### config.mk
export PLATFORM = sky130hd
export DESIGN_NAME = skew_updn_detect
export DESIGN_NICKNAME = d
export VERILOG_FILES = /design/src/rtl/skew_updn_detect.sv
export SDC_FILE = /design/constraint.sdc
export NUM_CORES = 1
export LEC_CHECK = 0
export BUFFER_PORTS_ARGS = -buffer_cell sky130_fd_sc_hd__buf_2
export CAP_MARGIN = 10
export CORE_UTILIZATION = 45
export DETAILED_ROUTE_END_ITERATION = 12
export GPL_ROUTABILITY_DRIVEN = 0
export PLACE_DENSITY = 0.77
export SLEW_MARGIN = 5
export SYNTH_ARGS = -nofsm -noshare
export SYNTH_HDL_FRONTEND = slang
export SYNTH_SLANG_ARGS = --single-unit
### constraint.sdc
create_clock -name clk -period 2.53 [get_ports clk]
set_clock_uncertainty 0.1 [all_clocks]
set_input_delay 0.1265 -clock clk [delete_from_list [all_inputs] [get_ports clk]]
set_output_delay 0.1265 -clock clk [all_outputs]
set_load 0.1 [all_outputs]
### src/rtl/skew_updn_detect.sv
module skew_updn_detect #(
  parameter int TUNE_RANGE_PS = 60,
  parameter int CTRL_BITS     = 4,
  parameter int SKEW_W        = 10
) (
  input  logic                     clk,
  input  logic                     rst_n,
  input  logic                     sample_valid,
  input  logic signed [SKEW_W-1:0] skew_left,
  input  logic signed [SKEW_W-1:0] skew_right,
  output logic                     req_up,
  output logic                     req_down,
  output logic                     locked,
  output logic                     decision_valid
);

  localparam int STEP_PS = TUNE_RANGE_PS / (CTRL_BITS - 1);
  localparam int THR_X2  = 3 * STEP_PS;
  localparam logic signed [SKEW_W+1:0] LIM_X2 = THR_X2[SKEW_W+1:0];

  logic signed [SKEW_W:0]   pair_sum;
  logic signed [SKEW_W+1:0] eff_x2;
  logic                     too_late, too_early;

  assign pair_sum  = SKEW_W'(skew_left) + SKEW_W'(skew_right) + (SKEW_W+1)'(0);
  assign eff_x2    = {pair_sum[SKEW_W], pair_sum[SKEW_W:1], 1'b0};
  assign too_late  = eff_x2 > LIM_X2;
  assign too_early = eff_x2 < -LIM_X2;

  always_ff @(posedge clk) begin
    if (!rst_n) begin
      req_up         <= 1'b0;
      req_down       <= 1'b0;
      locked         <= 1'b0;
      decision_valid <= 1'b0;
    end else begin
      decision_valid <= sample_valid;
      req_up         <= sample_valid && too_early;
      req_down       <= sample_valid && too_late;
      if (sample_valid) locked <= !too_late && !too_early;
    end
  end

  p_req_mutex_r7: assert property (@(posedge clk) disable iff (!rst_n)
    !(req_up && req_down));
  p_lock_no_req_r7: assert property (@(posedge clk) disable iff (!rst_n)
    locked |-> !(req_up || req_down));
  p_idle_quiet_r8: assert property (@(posedge clk) disable iff (!rst_n)
    !sample_valid |=> !(req_up || req_down || decision_valid));
  p_lock_hold_r9: assert property (@(posedge clk) disable iff (!rst_n)
    !sample_valid |=> $stable(locked));
  p_dv_pulse_r10: assert property (@(posedge clk) disable iff (!rst_n)
    sample_valid |=> decision_valid);
  p_one_outcome_r6: assert property (@(posedge clk) disable iff (!rst_n)
    sample_valid |=> $countones({req_up, req_down, locked}) == 1);

endmodule

==> impl_metrics.ini, run 1 <==
[setup_path]
worstSetupPathType = in2reg
cp.arrival_ns = 2.19
critPathMaxFanout = 4
cp-start-kind = input port
worstPathRequired_ns = 2.59
slowest_stage = or4_1
setup.worst_path.end_class = register
cpMostUsedCell = a31oi_1
path_cells = buf_2, ha_1, a21o_1, a21oi_2, mux2_1, a31oi_1, o211ai_1, or4_1, a31oi_1
cp_slowest_stage_delay_ns = 0.54

[global_route]
grt_max_degree = 6
grt_pass1_vias = 642
antenna_found_initial = 0
grt_use_total_pct = 21.44
grt_pass1_wl_um = 2277
grt_overflow = 0

[synthesis]
synth_top_family_by_area = simple AND/OR/NAND/NOR gates
syn_nets = 110
synth_compound_area_share_pct = 23.27
yosys_register_bits = 4
netlist_instances = 77
syn_avg_cell_area_um2 = 7.751
synth_mux_area_share_pct = 1.887
synthAdderAreaFrac_pct = 22.22
syn_area_um2 = 596.8
synthXorXnorAreaFrac_pct = 8.805
yosys.area_share.simple_pct = 27.88
yosys_warnings = 0
synth.distinct_cells = 30
seq_area_frac_synth_pct = 13.42

[die]
start_util_pct = 50.96
ioPinCount = 27
coreArea_um2 = 1171
dieArea_um2 = 1476
die_y_um = 38.42
die_w_um = 38.42
row_count = 12

[sta]
hold_viol = 0
relSlewSlack_pct = 67.80
max_freq_ghz = 0.4702
min_period_over_period_pct = 84.06
setup_violations = 0
rsz0062_at_grt = no
slew_violations = 0
tns_ns = 0
min_period_ns = 2.127
worstMarginPinSlew_ns = 0.4863

[cts]
numCtsBuffers = 3
insertion_delay_ns = 0.23
path_clk_slew_ns = 0.04
cts_sinks = 4
cts_buffer_depth = 2
htree_levels = 1
post_cts_buffers = 0
cts_root_buf = clkbuf_4
cts_tree = yes

[min_path]
hp-class = in2reg

[pwr]
p_leak_nw = 0.3809
p_clk_share_pct = 23.0
power.switching_mw = 0.1419
combPwrFrac_pct = 56.9
p_seq_share_pct = 20.1
switching_share_pct = 41.63
ir_drop_v = 0.0001645
power_mw = 0.3408
p_int_mw = 0.1989
power.density_nw_per_um2 = 434.4

[final_layout]
finalInstanceArea_um2 = 784.5
insertedDiodeCount = 0
layout_commonest_cell = buf_2
fin_cells = 122
final_cell_mix = buf_2 (26), ha_1 (9), nand2_1 (6), a21oi_1 (6), xnor2_1 (6)
drive_gt1_share_pct = 28.70
utilization_pct = 66.99
nets = 143
area_growth_pct = 31.45

[placement]
dp_cells = 118
port_buffers = 26
placed_cell_area_um2 = 752.0
detailed_place_hpwl_um = 1074

[route]
vias = 685
drt-initial-drc-count = 9
drt-total-wl_um = 1262
wl_per_cell_um = 10.34
remaining_drc_errors = 0
ant_nets = 0
vias_per_cell = 5.615
drt_pass1_iterations = 4

[run_status]
status = complete, no violations

[run]
drv_cap = 0
[stage by stage]
step	setup slack, ns	hold slack [ns]
after floorplan	0.3016	0.1267
after global placement	0.1872	0.2348
after detailed placement	0.1813	0.2379
after CTS	0.4226	0.04451
after global routing	0.2533	0.05513
final	0.4032	0.05397
[cell type report]
class	instances	area [um^2]
sequential	4	80.08
multi-input combinational	69	501.7
fill	106	386.6
inverter	4	15.01
clock buffer	3	22.52
tap	14	17.52
timing repair buffer	28	147.6
[cell families after synthesis]
group	after synthesis
buffers and inverters	4
and+or+nand+nor	31
adders and majority gates	10
muxes	1
AOI/OAI and AO/OA	21
xor gates and xnor gates	6
DFF	4
[repair_timing]
item,CTS,global route
hold endpoints to repair,1,0
hold buffers,1,0
resized for setup,0,0
[state kept, by name, summed over array words and instances (netlist names)]
name and flops:
decision_valid 1, locked 1, req_down 1, req_up 1
[cells in the mapped netlist]
cell type  instances  area, um^2
ha_1               9       112.6
a21oi_1            6       30.03
nand2_1            6       22.52
xnor2_1            6       52.55
a31oi_1            4       25.02
dfxtp_1            4       80.08
inv_1              4       15.01
nor2_1             4       15.01
nor3_1             4       20.02
and2_1             3       18.77
nand3_1            3       15.01
a211oi_1           2       15.01
nand4_1            2       12.51
nor2b_1            2       12.51
o211ai_1           2       15.01
or2_1              2       12.51
a21o_1             1       7.510
a21oi_2            1       8.760
a22o_1             1       8.760
fa_1               1       20.02
mux2_1             1       11.26
nand2b_1           1       6.260
nand3b_1           1       7.510
nand4b_1           1       8.760
nor3b_1            1       7.510
o21ai_0            1       5.000
o21bai_1           1       7.510
o31a_1             1       8.760
o31ai_1            1       7.510
or4_1              1       7.510
[critical path, delay by kind of cell]
family                     cells  cell delay [ns]
AOI/OAI and AO/OA              5             0.79
buffers and inverters          1             0.10
muxes                          1             0.33
and+or+nand+nor                1             0.54
adders and majority gates      1             0.30
[routing by layer]
layer / share of wire, % / GRT usage, %
met1: 44 / 23.02
met2: 52 / 42.37
met3: 4.3 / 0
met4: 0 / 10.34
met5: 0 / 0
[power by group through the flow]
| stage | logic (mW) | registers, mW | clock network, mW |
|---|---|---|---|
| floorplan | 0.116 | 0.101 | 0 |
| global placement | 0.188 | 0.0697 | 0 |
| detailed placement | 0.191 | 0.0696 | 0 |
| CTS | 0.193 | 0.0686 | 0.0825 |
| global route | 0.216 | 0.0693 | 0.0822 |
| finish | 0.194 | 0.0686 | 0.0783 |
[final timing paths]
kind                                    from  endpoint  slack, ns  cells past startpoint
worst min register to register        locked    locked       0.46                      2
worst max register to register        locked    locked       1.79                      2
worst max-delay path            skew_left[6]    locked       0.40                      9
worst min-delay path                   rst_n    locked       0.05                      3
Note: power is estimated with default switching activity, not from simulation.
==> run 2: changes to the inputs <==
--- a/config.mk
+++ b/config.mk
@@ -7,10 +7,10 @@
 export LEC_CHECK = 0
 export BUFFER_PORTS_ARGS = -buffer_cell sky130_fd_sc_hd__buf_2
 export CAP_MARGIN = 10
-export CORE_UTILIZATION = 45
+export CORE_UTILIZATION = 41
 export DETAILED_ROUTE_END_ITERATION = 12
 export GPL_ROUTABILITY_DRIVEN = 0
-export PLACE_DENSITY = 0.77
+export PLACE_DENSITY = 0.74
 export SLEW_MARGIN = 5
 export SYNTH_ARGS = -nofsm -noshare
 export SYNTH_HDL_FRONTEND = slang
==> constraint.sdc (replaced) <==
create_clock -name clk -period 1.9 [get_ports clk]
set_clock_uncertainty 0.1 [all_clocks]
set_input_delay 0.095 -clock clk [delete_from_list [all_inputs] [get_ports clk]]
set_output_delay 0.095 -clock clk [all_outputs]
set_load 0.1 [all_outputs]
==> run 2 against run 1 <==
Compared with the run above:
- the flow now finishes with violations (setup timing)
- register-to-register slack got worse by 0.63 ns
- flip-flop and latch count unchanged
- wire length grew 110%
==> impl_metrics.ini, run 2 (synthesis results as in run 1) <==
[route]
remaining_drc_errors = 0
drt-initial-drc-count = 40
drt_pass1_iterations = 4
ant_nets = 0
vias_per_cell = 5.987
drt-total-wl_um = 2629
wl_per_cell_um = 17.07
vias = 922

[setup_path]
rr_startpoint = locked
slowest_stage = or4_1
cp_slowest_stage_delay_ns = 0.54
crit_family = simple AND/OR/NAND/NOR gates
worstPathRequired_ns = 1.96
path_cells = buf_6, nand2_8, fa_2, nor2b_4, o21bai_2, a31oi_4, buf_4, nand2_1, a22o_1, or4_1, a31oi_1
worstSetupPathType = in2reg
critPathMaxFanout = 2
reg2reg_slack_ns = 1.16
r2r-end = locked
cp-start-kind = input port
crit_buf_inv = 2
cp.arrival_ns = 2.14
setup.worst_path.end_class = register
worst-r2r-cell-count = 2

[die]
row_count = 13
start_util_pct = 44.75
coreArea_um2 = 1334
die_w_um = 40.16
die_y_um = 40.16
ioPinCount = 27
dieArea_um2 = 1612

[pwr]
p_clk_share_pct = 15.5
p_int_mw = 0.3922
power.density_nw_per_um2 = 548.1
p_seq_share_pct = 13.8
p_leak_nw = 0.5611
switching_share_pct = 40.80
combPwrFrac_pct = 70.6
ir_drop_v = 0.0003057
power_mw = 0.6625
power.switching_mw = 0.2703

[min_path]
min_delay_worst_endpoint = locked
hold_path_depth = 3
hp-class = in2reg
min_from = rst_n

[cts]
cts_root_buf = clkbuf_4
htree_levels = 1
numCtsBuffers = 3
cts_tree = yes
cts_sinks = 4
path_clk_slew_ns = 0.04
cts_buffer_depth = 2
insertion_delay_ns = 0.23

[final_layout]
nets = 174
insertedDiodeCount = 0
drive_gt1_share_pct = 59.71
area_growth_pct = 102.5
fin_cells = 154
final_cell_mix = buf_4 (31), buf_2 (22), nand2_1 (5), ha_4 (5)
finalInstanceArea_um2 = 1209
utilization_pct = 90.62
layout_commonest_cell = buf_4

[sta]
worstMarginPinSlew_ns = 0.4893
relSlewSlack_pct = 67.60
setup_violations = 3
rsz0062_at_grt = yes
tns_ns = -0.3509
setup_ws_ns = -0.1760
max_freq_ghz = 0.4817
hold_viol = 0
min_period_ns = 2.076
slew_violations = 0
min_period_over_period_pct = 109.3

[global_route]
grt_use_total_pct = 28.69
grt_max_degree = 6
grt_pass1_vias = 841
antenna_found_initial = 0
grt_pass1_wl_um = 3105
grt_overflow = 0

[run_status]
violations = setup timing
status = complete, but fails checks

[placement]
dp_cells = 141
port_buffers = 26
detailed_place_hpwl_um = 1409
placed_cell_area_um2 = 949.7

[run]
drv_cap = 0
run 2: changes by cell type in the layout (fill, tap and decap cells not counted), sizes merged:
cell / delta
buf: +31
run 2: layout make-up:
class / instances / area [um^2]
Multi-Input combinational cell: 69 / 656.9
Timing Repair Buffer: 59 / 412.9
Fill cell: 52 / 125.1
Sequential cell: 4 / 80.08
Clock buffer: 3 / 22.52
Tap cell: 15 / 18.77
Inverter: 4 / 17.52
run 2: repair_timing:
item,CTS,global route
endpoints found under the setup margin,1,3
pin swaps,11,9
hold endpoints to repair,1,0
resized for setup,15,14
buffers inserted,6,3
hold buffers,1,0
run 2: power by group through the flow:
stage / logic [mW] / registers, mW / clock network (mW)
finish: 0.468 / 0.0917 / 0.103
global route: 0.491 / 0.0928 / 0.111
CTS: 0.370 / 0.0916 / 0.104
detailed placement: 0.328 / 0.0929 / 0
global placement: 0.318 / 0.0928 / 0
floorplan: 0.160 / 0.134 / 0
run 2: how the worst max path moves through the flow:
stage          depth (start not counted)    startpoint      to  slack [ns]
6_report                              11  skew_left[0]  locked       -0.18
5_1_grt                                9  skew_left[6]  locked       -0.23
4_1_cts                               10  skew_left[1]  locked        -0.1
3_5_place_dp                          10  skew_left[0]  locked       -0.42
3_3_place_gp                          10  skew_left[0]  locked       -0.32
2_1_floorplan                          9  skew_left[0]  locked       -0.14
run 2: routing by layer:
| layer | vias to the layer above | part of all wire, % | global-route usage (%) |
|---|---|---|---|
| met3 | 24 | 5.8 | 0.5556 |
| met1 | 426 | 35 | 27.04 |
| met2 | 61 | 52 | 58.47 |
| met4 | 0 | 6.9 | 18.97 |
| li1 | 411 | - | - |
| met5 | - | 0 | 0 |
run 2: worst reg2reg max path, delay by kind of cell (launching register included):
kind | cells | cell delay (ns)
AO/OA/AOI/OAI | 2 | 0.22
flip-flops | 1 | 0.30
run 2: stage by stage:
stage / setup WS, ns / hold WS, ns
final: -0.1760 / 0.02365
after global routing: -0.2342 / 0.05660
after CTS: -0.09645 / 0.02401
after detailed placement: -0.4223 / 0.2182
after global placement: -0.3208 / 0.2153
after floorplan: -0.1380 / 0.1054
